`config.mk`:
```
export PLATFORM = sky130hd
export DESIGN_NAME = line_carrier
export DESIGN_NICKNAME = d
export VERILOG_FILES = /design/src/rtl/lc_pkg.sv /design/src/rtl/lc_period_meter.sv /design/src/rtl/lc_tick_gen.sv /design/src/rtl/lc_div.sv /design/src/rtl/lc_ramp_cmp.sv /design/src/rtl/line_carrier.sv
export SDC_FILE = /design/constraint.sdc
export NUM_CORES = 1
export LEC_CHECK = 0
export BUFFER_PORTS_ARGS = -buffer_cell sky130_fd_sc_hd__buf_2
export CAP_MARGIN = 20
export CORE_ASPECT_RATIO = 1.25
export CORE_MARGIN = 5
export CORE_UTILIZATION = 50
export DETAILED_ROUTE_END_ITERATION = 8
export PLACE_DENSITY_LB_ADDON = 0.2
export SLEW_MARGIN = 20
export SYNTH_ARGS = -nofsm -noshare
export SYNTH_HDL_FRONTEND = slang
export SYNTH_HIERARCHICAL = 1
export SYNTH_SLANG_ARGS = --single-unit
```
`constraint.sdc`:
```
create_clock -name clk -period 10.5 [get_ports clk]
set_input_delay 0.525 -clock clk [delete_from_list [all_inputs] [get_ports clk]]
set_output_delay 0.525 -clock clk [all_outputs]
set_load 0.02 [all_outputs]
```
`src/rtl/lc_pkg.sv`:
```
package lc_pkg;
  typedef enum logic [0:0] {DIV_IDLE, DIV_RUN} div_state_e;
  typedef enum logic [1:0] {LK_HOLD, LK_SET, LK_CLEAR} lock_act_e;
endpackage

```
`src/rtl/lc_period_meter.sv`:
```
module lc_period_meter #(
  parameter int PER_W    = 24,
  parameter int LOCK_TOL = 8
) (
  input  logic             clk,
  input  logic             rst_n,
  input  logic             zc_i,
  output logic             start_o,
  output logic [PER_W-1:0] len_o,
  output logic [PER_W-1:0] period_o,
  output logic             locked_o
);
  import lc_pkg::*;

  localparam logic [PER_W-1:0] CNT_TOP = {{(PER_W-1){1'b1}}, 1'b0};
  localparam logic [PER_W:0]   TOL_EXT = (PER_W+1)'(LOCK_TOL);

  logic             zc_q, seen_q, have_q, lock_q;
  logic             seen_d, have_d, lock_d;
  logic [PER_W-1:0] cnt_q, cnt_d, per_q, per_d;
  logic [PER_W-1:0] cur_len, diff;
  logic [PER_W:0]   late_lim;
  logic             rise;
  lock_act_e        act;

  always_comb begin
    rise     = zc_i & ~zc_q;
    cur_len  = cnt_q + 1'b1;
    diff     = (cur_len >= per_q) ? (cur_len - per_q) : (per_q - cur_len);
    late_lim = {1'b0, per_q} + TOL_EXT;

    act = LK_HOLD;
    if (rise && have_q) begin
      if (diff <= PER_W'(1))               act = LK_SET;
      else if ({1'b0, diff} > TOL_EXT)     act = LK_CLEAR;
    end else if (have_q && ({1'b0, cur_len} > late_lim)) begin
      act = LK_CLEAR;
    end

    case (act)
      LK_SET:   lock_d = 1'b1;
      LK_CLEAR: lock_d = 1'b0;
      default:  lock_d = lock_q;
    endcase

    if (rise)                 cnt_d = '0;
    else if (cnt_q == CNT_TOP) cnt_d = cnt_q;
    else                      cnt_d = cnt_q + 1'b1;

    seen_d = seen_q | rise;
    have_d = have_q | (rise & seen_q);
    per_d  = (rise && seen_q) ? cur_len : per_q;
  end

  always_ff @(posedge clk or negedge rst_n) begin
    if (!rst_n) begin
      zc_q   <= 1'b0;
      seen_q <= 1'b0;
      have_q <= 1'b0;
      lock_q <= 1'b0;
      cnt_q  <= '0;
      per_q  <= '0;
    end else begin
      zc_q   <= zc_i;
      seen_q <= seen_d;
      have_q <= have_d;
      lock_q <= lock_d;
      cnt_q  <= cnt_d;
      per_q  <= per_d;
    end
  end

  assign start_o  = rise & seen_q;
  assign len_o    = cur_len;
  assign period_o = per_q;
  assign locked_o = lock_q;
endmodule

```
`src/rtl/lc_tick_gen.sv`:
```
module lc_tick_gen #(
  parameter int PER_W = 24,
  parameter int N_W   = 14
) (
  input  logic             clk,
  input  logic             rst_n,
  input  logic             start_i,
  input  logic [PER_W-1:0] period_i,
  input  logic [N_W-1:0]   mult_i,
  output logic             tick_o
);
  localparam int ACC_W = PER_W + 1;
  localparam int CNT_W = N_W + 1;

  logic             run_q, run_d;
  logic [ACC_W-1:0] acc_q, acc_d, sum, per_ext;
  logic [CNT_W-1:0] cnt_q, cnt_d, mult_ext;
  logic             hit, room, last;

  always_comb begin
    per_ext  = {1'b0, period_i};
    mult_ext = {1'b0, mult_i};
    sum      = acc_q + ACC_W'(mult_i);
    room     = (cnt_q + CNT_W'(1)) < mult_ext;
    last     = (cnt_q + CNT_W'(2)) >= mult_ext;
    hit      = run_q & room & (sum >= per_ext);
    tick_o   = start_i | hit;

    run_d = run_q;
    acc_d = acc_q;
    cnt_d = cnt_q;
    if (start_i) begin
      run_d = 1'b1;
      acc_d = '0;
      cnt_d = '0;
    end else if (run_q) begin
      if (!room) begin
        run_d = 1'b0;
      end else if (hit) begin
        acc_d = sum - per_ext;
        cnt_d = cnt_q + 1'b1;
        if (last) run_d = 1'b0;
      end else begin
        acc_d = sum;
      end
    end
  end

  always_ff @(posedge clk or negedge rst_n) begin
    if (!rst_n) begin
      run_q <= 1'b0;
      acc_q <= '0;
      cnt_q <= '0;
    end else begin
      run_q <= run_d;
      acc_q <= acc_d;
      cnt_q <= cnt_d;
    end
  end
endmodule

```
`src/rtl/lc_div.sv`:
```
module lc_div #(
  parameter int PER_W = 24,
  parameter int N_W   = 14
) (
  input  logic             clk,
  input  logic             rst_n,
  input  logic             start_i,
  input  logic [PER_W-1:0] dividend_i,
  input  logic [N_W-1:0]   divisor_i,
  output logic [PER_W-1:0] quo_o,
  output logic             done_o
);
  import lc_pkg::*;

  localparam int STEP_W = $clog2(PER_W + 1);
  localparam logic [STEP_W-1:0] LAST = STEP_W'(PER_W - 1);

  div_state_e        st_q, st_d;
  logic [STEP_W-1:0] step_q, step_d;
  logic [PER_W-1:0]  work_q, work_d, quo_q, quo_d, work_nx;
  logic [N_W-1:0]    rem_q, rem_d, dsr_q, dsr_d;
  logic [N_W:0]      rem_sh;
  logic              done_q, done_d, take;

  always_comb begin
    rem_sh  = {rem_q, work_q[PER_W-1]};
    take    = rem_sh >= {1'b0, dsr_q};
    work_nx = {work_q[PER_W-2:0], take};

    st_d   = st_q;
    step_d = step_q;
    work_d = work_q;
    rem_d  = rem_q;
    dsr_d  = dsr_q;
    quo_d  = quo_q;
    done_d = 1'b0;

    if (start_i) begin
      st_d   = DIV_RUN;
      step_d = '0;
      work_d = dividend_i;
      rem_d  = '0;
      dsr_d  = divisor_i;
    end else if (st_q == DIV_RUN) begin
      work_d = work_nx;
      rem_d  = N_W'(take ? (rem_sh - {1'b0, dsr_q}) : rem_sh);
      step_d = step_q + 1'b1;
      if (step_q == LAST) begin
        st_d   = DIV_IDLE;
        quo_d  = work_nx;
        done_d = 1'b1;
      end
    end
  end

  always_ff @(posedge clk or negedge rst_n) begin
    if (!rst_n) begin
      st_q   <= DIV_IDLE;
      step_q <= '0;
      work_q <= '0;
      rem_q  <= '0;
      dsr_q  <= '0;
      quo_q  <= '0;
      done_q <= 1'b0;
    end else begin
      st_q   <= st_d;
      step_q <= step_d;
      work_q <= work_d;
      rem_q  <= rem_d;
      dsr_q  <= dsr_d;
      quo_q  <= quo_d;
      done_q <= done_d;
    end
  end

  assign quo_o  = quo_q;
  assign done_o = done_q;
endmodule

```
`src/rtl/lc_ramp_cmp.sv`:
```
module lc_ramp_cmp #(
  parameter int PER_W  = 24,
  parameter int DUTY_W = 12
) (
  input  logic              clk,
  input  logic              rst_n,
  input  logic              tick_i,
  input  logic              span_ld_i,
  input  logic [PER_W-1:0]  span_i,
  input  logic [DUTY_W-1:0] duty_i,
  output logic              tick_o,
  output logic [PER_W-1:0]  ramp_o,
  output logic              pwm_o
);
  localparam int PROD_W = PER_W + DUTY_W;
  localparam logic [PER_W-1:0] RAMP_MAX = '1;

  logic             tick_q;
  logic [PER_W-1:0] ramp_q, ramp_d, span_q, span_d, thr_q, thr_d;

  always_comb begin
    if (tick_i)                 ramp_d = '0;
    else if (ramp_q == RAMP_MAX) ramp_d = ramp_q;
    else                        ramp_d = ramp_q + 1'b1;

    span_d = span_ld_i ? span_i : span_q;
    thr_d  = PER_W'((PROD_W'(duty_i) * PROD_W'(span_q)) >> DUTY_W);
  end

  always_ff @(posedge clk or negedge rst_n) begin
    if (!rst_n) begin
      tick_q <= 1'b0;
      ramp_q <= '0;
      span_q <= '0;
      thr_q  <= '0;
    end else begin
      tick_q <= tick_i;
      ramp_q <= ramp_d;
      span_q <= span_d;
      thr_q  <= thr_d;
    end
  end

  assign tick_o = tick_q;
  assign ramp_o = ramp_q;
  assign pwm_o  = ramp_q > thr_q;
endmodule

```
`src/rtl/line_carrier.sv`:
```
module line_carrier #(
  parameter int PER_W    = 24,
  parameter int N_W      = 14,
  parameter int DUTY_W   = 12,
  parameter int LOCK_TOL = 8
) (
  input  logic              clk,
  input  logic              rst_n,
  input  logic              zc_sync,
  input  logic [N_W-1:0]    mult_n,
  input  logic [DUTY_W-1:0] duty,
  output logic              tick,
  output logic [PER_W-1:0]  ramp,
  output logic              pwm,
  output logic              locked
);
  logic             start_w, tick_w, span_ld_w;
  logic [PER_W-1:0] len_w, period_w, span_w;

  lc_period_meter #(.PER_W(PER_W), .LOCK_TOL(LOCK_TOL)) i_meter (
    .clk(clk), .rst_n(rst_n), .zc_i(zc_sync), .start_o(start_w),
    .len_o(len_w), .period_o(period_w), .locked_o(locked)
  );

  lc_tick_gen #(.PER_W(PER_W), .N_W(N_W)) i_ticks (
    .clk(clk), .rst_n(rst_n), .start_i(start_w), .period_i(period_w),
    .mult_i(mult_n), .tick_o(tick_w)
  );

  lc_div #(.PER_W(PER_W), .N_W(N_W)) i_div (
    .clk(clk), .rst_n(rst_n), .start_i(start_w), .dividend_i(len_w),
    .divisor_i(mult_n), .quo_o(span_w), .done_o(span_ld_w)
  );

  lc_ramp_cmp #(.PER_W(PER_W), .DUTY_W(DUTY_W)) i_ramp (
    .clk(clk), .rst_n(rst_n), .tick_i(tick_w), .span_ld_i(span_ld_w),
    .span_i(span_w), .duty_i(duty), .tick_o(tick), .ramp_o(ramp), .pwm_o(pwm)
  );
endmodule

```
==> run_results.csv <==
group,metric,value,unit
status,outcome,"complete, no violations",
die,die_area,0.0601,mm²
sta,setup_viol,0,
routing,drc_errors,0,
die,die_w,220,µm
critical_path,crit_path_end_kind,"flip-flop",
die,die_h,273,µm
synth,synth_edf_count,0,
critical_path,path_class,"flip-flop to flip-flop",
clock_network,worstSkewPairLatency,0.60,ns
final_layout,drive_above_1_share,0.0692,
clock_network,cts_buffer_depth,3,
critical_path,crit_family,"adder cells",
synth,syn_nets,3687,
die,coreArea,0.0548,mm²
routing,ant_nets,0,
critical_path,crit_chain,"nand2_1, fa_1, inv_1, fa_1, fa_1, fa_1, inv_1, fa_1, inv_1, ha_1, nand4_1, nor2_1, nand4_1, nand3_1, o21a_1, a21oi_1, or3b_2, a31oi_1",
hold_path,holdPathStages,1,
sta,fin_skew,0.0193,ns
die,fp-row-count,96,
synth,ys.flop_type,"dfrtp_1",
sta,rsz0062_at_grt,"no",
critical_path,worstPathMaxFanout,13,
grt,grt_max_degree,152,
sta,tightest_slew,1.07,ns
grt,grtUsageMet3,0.0246,
job,maxCapViolCount,0,
final_layout,finish.instance_area,0.0294,mm²
critical_path,crit_required,11.01,ns
synth,ys_seq_area_frac,0.226,
sta,fin_crit,5.84,ns
grt,overflow,0,
critical_path,reg2reg_from,"i_ramp/span_q[5]",
routing,viasPerCell,5.86,
grt,grt_pass1_wl,125000,µm
die,pin_count,56,
synth,synth_area,0.0276,mm²
critical_path,rr_endpoint,"i_ramp/thr_q[21]",
hold_path,hold_path.class,"primary input to flip-flop",
final_layout,final_common_cell,"nand2_1",
routing,drtIter0Drc,1626,
routing,firstDrtPassIters,7,
critical_path,cp_num_buf_inv,3,
grt,grt_pass1_vias,23500,
die,initial_core_util,0.504,
hold_path,whs_endpoint,"i_meter/zc_q",
synth,synth.distinct_cells,105,
clock_network,cts_buffers,31,
sta,post-route-period-util,0.556,
critical_path,reg2reg_depth,18,
synth,ys_seq_elements,249,
sta,slew_viol_final,0,
final_layout,layout_common_cells,"nand2_1, inv_1, ha_1",
clock_network,cts_resized,0,
routing,wire_per_inst,20.0,µm
grt,antenna_found_initial,3,
placed_design,place_ws,4.44,ns
critical_path,cpMaxStageDelayCell,"dfrtp_1",
clock_network,clock_sinks,249,
critical_path,cpMostUsedCell,"fa_1",
power,total_leakage_power,14.6,nW
synth,async_flop_share,1.00,
placed_design,placed_area,0.0283,mm²
grt,use_met2,0.473,
grt,met1_usage,0.313,
sta,max-slew-margin-rel,0.282,
placed_design,port_buffers,55,
critical_path,slowest_delay,0.69,ns
final_layout,area_delta_synth_final,6.33,%
sta,fmax,171,MHz
grt,grt_util_all_layers,0.260,
routing,vias,22900,
critical_path,arrival,6.35,ns
placed_design,dp_hpwl,61100,µm
final_layout,fin_nets,3643,
synth,avgSynthCellArea,8.67,µm²
sta,finalHoldViolCount,0,
synth,synthCells,3184,
critical_path,worst_setup_path_start_kind,"flip-flop",
clock_network,cts_tree,"built",
final_layout,n_fill_cell,5172,
clock_network,path_clk_slew,0.07,ns
routing,drt-total-wl,78200,µm
final_layout,post-route-util,0.536,
grt,busiest_layer,"met2",
synth,yosysWarnings,6,
placed_design,gp_congestion,0.961,
sta,fin_setup_tns,0,ns
clock_network,clockRootBuffer,"clkbuf_16",
sta,setup_ws,4.66,ns
power,vdd_drop_max,0.313,mV
clock_network,htree_levels,1,
critical_path,rrSetupSlack,4.66,ns
power,powerDensity,199,mW/mm²
hold_path,hp-start,"zc_sync",
## state kept, by name, indices dropped and copies added, names as in the netlist, 5 cells and up
name	count
i_ticks/acc_q	25
i_div/work_q	24
i_div/dsr_q	14
i_ramp/ramp_o	24
i_div/step_q	5
i_meter/cnt_q	24
i_ramp/span_q	24
i_ticks/cnt_q	15
i_div/quo_o	24
i_meter/period_o	24
i_ramp/thr_q	24
i_div/rem_q	14
## Yosys cell counts (31+ instances only)
library cell    n  share of area
nor3_1         46         0.0083
a31oi_1        31         0.0070
ha_1          250           0.11
a21oi_1       147          0.027
fa_1          224           0.16
and2_1         93          0.021
xor2_1         70          0.022
o21ai_0       181          0.033
nand3_1        68          0.012
nand4_1        51          0.012
a21o_1         71          0.019
xnor2_1       100          0.032
dfrtp_1       249           0.23
mux2_2         35          0.014
mux2i_1        40          0.014
inv_1         389          0.053
nor2b_1        34         0.0077
clkbuf_1       97          0.013
nor2_1        160          0.022
nand2_1       421          0.057
## logic make-up after synthesis
kind of cell | Yosys count | share of synthesized area
mux | 98 | 0.0381
simple gates | 1019 | 0.179
buf+inv | 536 | 0.0771
compound gates | 637 | 0.150
flops | 249 | 0.226
xor+xnor | 171 | 0.0545
fa+ha+maj | 474 | 0.276
## through the flow
stage | total power, mW | instances | hold WS (ns)
2_1_floorplan | 3.84 | 3184 | 0.229
3_3_place_gp | 4.66 | 3841 | 0.451
3_5_place_dp | 4.69 | 3841 | 0.458
4_1_cts | 5.85 | 3900 | 0.0210
5_1_grt | 6.26 | 3900 | 0.0313
6_report | 5.86 | 3904 | 0.0507
## per-layer routing
metal	up-vias	wire length, µm	part of all wire
met5	-	13	0.00017
met4	2	3880	0.050
met3	176	2950	0.038
met2	629	40200	0.51
met1	11400	31100	0.40
li1	10600	-	-
## worst max path at each step
stage	from	end	slack, ns	cells after the start
2_1_floorplan	duty[8]	i_ramp/thr_q[21]	5.00	20
3_3_place_gp	duty[5]	i_ramp/thr_q[22]	4.49	19
3_5_place_dp	duty[10]	i_ramp/thr_q[21]	4.44	18
4_1_cts	i_ramp/span_q[5]	i_ramp/thr_q[21]	4.66	18
5_1_grt	i_meter/cnt_q[2]	i_meter/locked_o	4.34	24
6_report	i_ramp/span_q[5]	i_ramp/thr_q[21]	4.66	18
## cell type report
cell class	instances	area [µm²]	share of cell area
tap	735	920	0.0313
timing repair buffer	69	405	0.0138
clock inverter	19	219	0.00746
sequential	249	6230	0.212
clock buffer	39	846	0.0288
antenna	4	10.0	0.000341
multi-input combinational	2399	19300	0.656
inverter	390	1470	0.0499
## timing repair
| item | 4_1_cts | 5_1_grt |
|---|---|---|
| hold buffers | 1 | 0 |
| setup buffers | 0 | 0 |
| setup endpoints to repair | 0 | 0 |
| hold endpoints to repair | 2 | 0 |
## where the power goes
| group | total (mW) | switching, mW | internal [mW] |
|---|---|---|---|
| combinational | 3.47 | 2.10 | 1.38 |
| clock | 1.12 | 0.465 | 0.653 |
| sequential | 1.26 | 0.150 | 1.11 |
(Power assumes the default switching activity.)
